<file path="config.mk">
export PLATFORM = sky130hd
export DESIGN_NAME = addr_line_walker
export DESIGN_NICKNAME = d
export VERILOG_FILES = /design/src/rtl/addr_line_walker.sv
export SDC_FILE = /design/constraint.sdc
export NUM_CORES = 1
export LEC_CHECK = 0
export CAP_MARGIN = 20
export CORE_MARGIN = 1.5
export CORE_UTILIZATION = 45
export CTS_CLUSTER_DIAMETER = 60
export DETAILED_ROUTE_END_ITERATION = 8
export MAX_ROUTING_LAYER = met4
export PLACE_DENSITY = 0.87
export SLEW_MARGIN = 20
export SYNTH_ARGS = -nofsm -noshare
export SYNTH_HDL_FRONTEND = slang
export SYNTH_SLANG_ARGS = --single-unit
</file>
<file path="constraint.sdc">
create_clock -name clk -period 2.5 [get_ports clk]
set_input_delay 0.375 -clock clk [delete_from_list [all_inputs] [get_ports clk]]
set_output_delay 0.375 -clock clk [all_outputs]
set_load 0.01 [all_outputs]
</file>
<file path="src/rtl/addr_line_walker.sv">
module addr_line_walker #(
  parameter int AW = 10,
  parameter int DW = 32
) (
  input  logic          clk,
  input  logic          rst_n,
  input  logic          start,
  input  logic [AW-1:0] base,
  input  logic [AW:0]   size,
  output logic          busy,
  output logic          done,
  output logic          fail,
  output logic [AW-1:0] fail_taddr,
  output logic [AW-1:0] fail_partner,
  output logic [AW-1:0] fail_mask,
  output logic          mem_re,
  output logic          mem_we,
  output logic [AW-1:0] mem_addr,
  output logic [DW-1:0] mem_wdata,
  input  logic [DW-1:0] mem_rdata
);

  typedef enum logic [2:0] {S_IDLE, S_CHK, S_RD1, S_CAP, S_WR, S_RD2, S_CMP, S_DONE} st_t;

  st_t           st;
  logic [AW-1:0] base_q, taddr, mask;
  logic [AW:0]   end_q;
  logic          pass;
  logic [DW-1:0] comp;

  wire [AW-1:0] partner = taddr ^ mask;
  wire          in_rng  = ({1'b0, partner} >= {1'b0, base_q}) && ({1'b0, partner} < end_q);
  wire          adv     = (st == S_CHK && !in_rng) || st == S_CMP;
  wire          hit     = st == S_CMP && mem_rdata == comp;
  wire [AW:0]   last_t  = end_q - (AW+1)'(2);

  assign busy      = st != S_IDLE;
  assign done      = st == S_DONE;
  assign mem_re    = st == S_RD1 || st == S_RD2;
  assign mem_we    = st == S_WR;
  assign mem_addr  = mem_we ? taddr : partner;
  assign mem_wdata = comp;

  always_ff @(posedge clk or negedge rst_n) begin
    if (!rst_n) begin
      st           <= S_IDLE;
      base_q       <= '0;
      end_q        <= '0;
      taddr        <= '0;
      mask         <= '0;
      pass         <= 1'b0;
      comp         <= '0;
      fail         <= 1'b0;
      fail_taddr   <= '0;
      fail_partner <= '0;
      fail_mask    <= '0;
    end else begin
      case (st)
        S_IDLE: if (start) begin
          base_q       <= base;
          end_q        <= {1'b0, base} + size;
          taddr        <= base;
          mask         <= AW'(1);
          pass         <= 1'b0;
          fail         <= 1'b0;
          fail_taddr   <= '0;
          fail_partner <= '0;
          fail_mask    <= '0;
          st           <= S_CHK;
        end
        S_CHK:  if (in_rng) st <= S_RD1;
        S_RD1:  st <= S_CAP;
        S_CAP:  begin comp <= ~mem_rdata; st <= S_WR; end
        S_WR:   st <= S_RD2;
        S_RD2:  st <= S_CMP;
        S_DONE: st <= S_IDLE;
        default: ;
      endcase
      if (hit) begin
        fail <= 1'b1;
        if (!fail) begin
          fail_taddr   <= taddr;
          fail_partner <= partner;
          fail_mask    <= mask;
        end
      end
      if (adv) begin
        if (mask[AW-1]) begin
          if (!pass) begin
            pass  <= 1'b1;
            taddr <= last_t[AW-1:0];
            mask  <= AW'(1);
            st    <= S_CHK;
          end else st <= S_DONE;
        end else begin
          mask <= mask << 1;
          st   <= S_CHK;
        end
      end
    end
  end

  a_r10_no_rw_overlap: assert property (@(posedge clk) disable iff (!rst_n) !(mem_re && mem_we));
  a_r3_write_complement: assert property (@(posedge clk) disable iff (!rst_n)
    mem_we |-> mem_wdata == ~$past(mem_rdata));
  a_r3_read_before_write: assert property (@(posedge clk) disable iff (!rst_n)
    mem_we |-> $past(mem_re, 2));
  a_r3_reread_after_write: assert property (@(posedge clk) disable iff (!rst_n)
    mem_we |=> mem_re);
  a_r8_done_single: assert property (@(posedge clk) disable iff (!rst_n) done |=> !done);
  a_r2_read_in_region: assert property (@(posedge clk) disable iff (!rst_n)
    mem_re |-> ({1'b0, mem_addr} >= {1'b0, base_q}) && ({1'b0, mem_addr} < end_q));
  a_r7_fail_held: assert property (@(posedge clk) disable iff (!rst_n)
    (fail && st != S_IDLE) |=> fail);
  a_r1_mask_onehot: assert property (@(posedge clk) disable iff (!rst_n)
    busy |-> $onehot0(fail_mask));

endmodule

</file>
; Word level (Yosys, flattened, before mapping)
; Index checks and enable logic that the tools add are counted.
[totals]
ram_bits = 0
mem_bits_ro = 0
latchBits = 0
ff_bits = 108
wordCells = 78
memories = 0
[op_classes]
order_cmp = 2
n_eq_ne = 10
n_mul = 0
bitwise_logic = 2
reduce_logical = 14
div_mod_pow = 0
muxes = 37
shifts = 0
addsub = 2
[ops]
columns = cell, count
row1 = $mux 10, 23
row2 = $eq 32x32->1, 1
row3 = $not 32->32, 1
row4 = $pmux 3 s7, 1
row5 = $mux 3, 5
row6 = $eq 3x3->1 const B, 4
row7 = $add 10x11->11, 1
row8 = $lt 10x11->1, 1
row9 = $ge 10x10->1, 1
row10 = $sub 10x2->10 const B, 1
row11 = $xor 10x10->10, 1
row12 = $mux 1, 8
row13 = $reduce_bool 8->1, 1
row14 = $eq 3x2->1 const B, 2
row15 = $ne 3x3->1 const B, 2
row16 = $reduce_and 2->1, 2
row17 = $reduce_bool 2->1, 2
row18 = $eq 3x1->1 const B, 1
row19 = $logic_and 1x1->1, 3
row20 = $logic_not 3->1, 1
row21 = $reduce_and 3->1, 1
row22 = $reduce_bool 3->1, 1
row23 = $logic_or 1x1->1, 2
row24 = $logic_not 1->1, 1

; Depth between registers and ports, before layout
[logic_depth]
depth_word = 8
depth_mapped = 10
depth_no_buf = 10

; Worst setup path after synthesis
; Ideal clock, no wire load.
[synth_path]
path_type = reg-to-reg
startpoint = register taddr[0]
endpoint = register taddr[0]
setup_time_ps = 125
path_slack_ps = 90
arrival_time_ps = 2285
path_stages_with_launch = 10
path_cell_list = dfrtp_1 -> xnor2_2 -> ha_1 -> nand2b_1 -> a211oi_1 -> o2bb2ai_1 -> a21oi_1 -> o211ai_2 -> a211oi_2 -> mux2_2
[synth_between]
elab_chain_len = 7
[synth_lines]
columns = item, line
row1 = from (decl), 26  ; logic [AW-1:0] base_q, taddr, mask;
row2 = from (signal assigned), 62  ; taddr <= base;
row3 = from (signal assigned), 91  ; taddr <= last_t[AW-1:0];
row4 = $xor 10x10->10, 31  ; wire [AW-1:0] partner = taddr ^ mask;
row5 = $lt 10x11->1 or $ge 10x10->1 (tied branches), 32  ; wire in_rng = ({1'b0, partner} >= {1'b0, base_q}) && ({1'b0, partner} < end_q);
row6 = $logic_and 1x1->1, 32
row7 = $logic_not 1->1, 33  ; wire adv = (st == S_CHK && !in_rng) || st == S_CMP;
row8 = $logic_and 1x1->1, 33
row9 = $logic_or 1x1->1, 33
row10 = $mux 10 *, 87  ; if (adv) begin
; Mark *: on every way between the ends. The rest lies on a longest branch, timed or not.
; A chain may end at the register's enable or synchronous reset.

; Worst setup path in the final report
[layout_path]
startpoint = register taddr[5]
endpoint = register taddr[4]
[layout_between]
elab_chain_len = 7
[layout_lines]
columns = item, line
row1 = $xor 10x10->10 *, 31
row2 = $lt 10x11->1 or $ge 10x10->1 (tied branches), 32
row3 = $logic_and 1x1->1 *, 32
row4 = $logic_not 1->1 *, 33
row5 = $logic_and 1x1->1 *, 33
row6 = $logic_or 1x1->1 *, 33
row7 = $mux 10 *, 87
; Marked as above.

==> impl_metrics.py <==
metrics = {
    "clock_network": {
        "clk_pin_slew_ns": 0.07,
        "cts_tree": "built",
        "numCtsBuffers": 9,
        "cts.sinks": 108,
        "cts_buffer_depth": 2,
        "h-tree-depth": 3,
        "insertion_delay_ns": 0.35,
        "clock-root-buffer": "clkbuf_16",
    },
    "timing": {
        "finalHoldViolations": 0,
        "fin_crit_sh_pct": 103,
        "tns_ns": -0.704,
        "finalSetupViolCount": 19,
        "max_freq_mhz": 389,
        "slew-limit-headroom_pct": 65.8,
        "tightest_slew_ns": 0.514,
        "drv_slew": 0,
        "fin_skew_ns": 0.00890,
        "fin_hold_ws_ns": 0.490,
        "rsz0062_at_grt": "yes",
        "finalCriticalPeriod_ns": 2.57,
        "setup_slack_ns": -0.0681,
    },
    "outcome": {
        "violations": "negative setup slack",
        "status": "complete, but fails checks",
    },
    "finish": {
        "n_antenna_cell": 0,
        "instances_no_fill": 957,
        "fin_util_pct": 63.6,
        "nets": 867,
        "drive_gt1_share_pct": 12.1,
        "syn2layout_area_growth_pct": 38.4,
    },
    "logic_synthesis": {
        "netlist_top_cells_count": "dfrtp_1 (108), nand2_1 (87), o21ai_0 (80)",
        "ys.flop_type": "dfrtp_1",
        "avgSynthCellArea_um2": 9.56,
        "synth_most_common_cell": "dfrtp_1",
        "synth_top_area_share_pct": 46.6,
        "ys_seq_area_share_pct": 46.6,
        "ys_async_sr_fraction_pct": 100,
        "synth_cells": 607,
        "synth_edf_count": 0,
        "synth_area_leaders": "dfrtp_1 (47%), o21ai_0 (6.9%), xor2_1 (6.8%), ha_1 (6.5%), nand2_1 (5.6%)",
        "syn-num-nets": 694,
        "synth_top_area_cell": "dfrtp_1",
        "synth.distinct_cells": 55,
        "ys_warn_count": 0,
        "synth_seq_cells": 108,
        "syn_area_um2": 5800,
    },
    "routing": {
        "drc": 0,
        "ant_nets": 0,
        "drt-initial-drc-count": 341,
        "first_pass_iters": 5,
        "wl_per_cell_um": 15.8,
        "vias_per_cell": 5.22,
        "vias": 4993,
        "routed_wirelength_um": 15100,
    },
    "die": {
        "fp-row-count": 41,
        "io_pins": 133,
        "die_w_um": 117,
        "fp.dieH_um": 117,
        "core_area_um2": 12600,
        "dieArea_um2": 13600,
        "initial_core_util_pct": 46.0,
    },
    "setup_path": {
        "cp_max_fo": 5,
        "cp.arrival_ns": 2.83,
        "critPathCaptureType": "register",
        "cp.required_ns": 2.76,
        "startpoint_type": "register",
        "crit_type": "reg2reg",
    },
    "global_routing": {
        "gr-total-overflow": 0,
        "grt_first_pass_wirelength_um": 24000,
        "grt_use_total_pct": 23.6,
        "grt_max_degree": 65,
        "antenna_found_initial": 0,
        "first_global_vias": 4757,
    },
    "run": {
        "maxCapViolCount": 0,
    },
    "worst_hold_path": {
        "hold_path_class": "in2async",
    },
    "power": {
        "leakage_nw": 3.70,
        "ir_worst_vdd_v": 0.000566,
        "p_per_area_nw_per_um2": 1190,
    },
    "placement": {
        "dpl.hpwl_um": 11200,
        "port_buffers": 132,
        "dp_cells": 934,
        "place_congestion": 0.888,
        "place_ws_ns": -0.225,
    },
}
[stage by stage]
step	cell area [µm²]	power, W
floorplan	5800	0.00557
global placement	7640	0.00770
detailed placement	7640	0.00791
CTS	7970	0.00942
global route	8030	0.0102
finish	8030	0.00958
[worst paths after layout]
kind | slack, ns | endpoint | cells past startpoint | startpoint
max in group asynchronous | 1.28 | fail_taddr[3] | 3 | rst_n
worst max-delay path | -0.07 | taddr[4] | 11 | taddr[5]
worst max register to register | -0.07 | taddr[4] | 11 | taddr[5]
worst min register to register | 0.50 | fail_mask[4] | 2 | fail_mask[4]
worst min-delay path | 0.49 | mem_wdata[8] | 2 | rst_n
min in group clk | 0.50 | fail_mask[4] | 2 | fail_mask[4]
[kinds of logic (layout without fill, tap and decap cells)]
logic type	Yosys count	count (layout)	share of synthesized area, %
AOI/OAI and AO/OA	143	143	15.0
xor gates and xnor gates	68	68	10.4
adders and majority gates	31	31	6.82
buffers and inverters	71	249	4.81
DFF	108	108	46.6
muxes	10	10	1.75
and+or+nand+nor	176	176	14.6
[report_power, final]
part	internal [W]	switching (W)	leakage, nW	total, W
logic	0.00265	0.00275	2.17	0.00540
clock network	0.000703	0.000633	0.137	0.00134
registers	0.00234	0.000509	1.39	0.00285
total	0.00569	0.00389	3.70	0.00958
[layout by cell type, fill, tap and decap left out, types with 3 or more instances in the layout]
master,n
a21oi_1,15
clkinv_2,3
a21boi_0,9
nor2b_1,3
ha_1,28
clkdlybuf4s50_1,131
dfrtp_1,108
xor2_2,4
xnor2_1,22
inv_1,44
a21o_1,6
nor4_1,7
a22o_1,8
clkbuf_16,9
buf_4,54
nor3_1,7
o21ai_1,6
nand2_1,85
xor2_1,41
nor2_1,6
nand3_1,37
o21ai_0,78
nand2b_1,14
mux2i_1,9
buf_12,3
[layer usage]
layer	vias to the layer above	global-route usage [%]	wire length [µm]
met5	-	-	0
met2	132	37.5	7340
met1	2410	31.0	6610
met4	0	9.32	493
li1	2407	-	-
met3	44	3.01	642
[registers in the layout (all words and copies together), names as in the netlist, 3 cells and up]
| signal | cells |
|---|---|
| st | 3 |
| base_q | 10 |
| mem_wdata | 32 |
| fail_partner | 10 |
| fail_mask | 10 |
| end_q | 11 |
| fail_taddr | 10 |
| taddr | 10 |
| mask | 10 |
[critical path, cell delays in order (launching register included)]
cell	delay [ns]
dfrtp_1	0.40
xor2_1	0.21
buf_4	0.18
ha_4	0.26
nand4_1	0.12
nor3b_2	0.22
o31ai_2	0.10
o211ai_2	0.11
o211ai_2	0.14
a211oi_2	0.31
buf_4	0.22
mux2i_1	0.21
[final cells by class]
cell class | count | area (µm²)
Multi-Input combinational cell | 428 | 2890
Clock buffer | 12 | 246
Tap cell | 172 | 215
Fill cell | 1016 | 4590
Clock inverter | 4 | 23.8
Sequential cell | 108 | 2700
Timing Repair Buffer | 189 | 1790
Inverter | 44 | 165
[what timing repair did]
action / 4_1_cts / 5_1_grt
setup buffers: 0 / 6
pin swaps: 5 / 0
resized for setup: 6 / 5
setup endpoints to repair: 18 / 25
hold buffers: 1 / 0
hold endpoints to repair: 25 / 0
No activity file was read; power rests on OpenSTA's default activity.
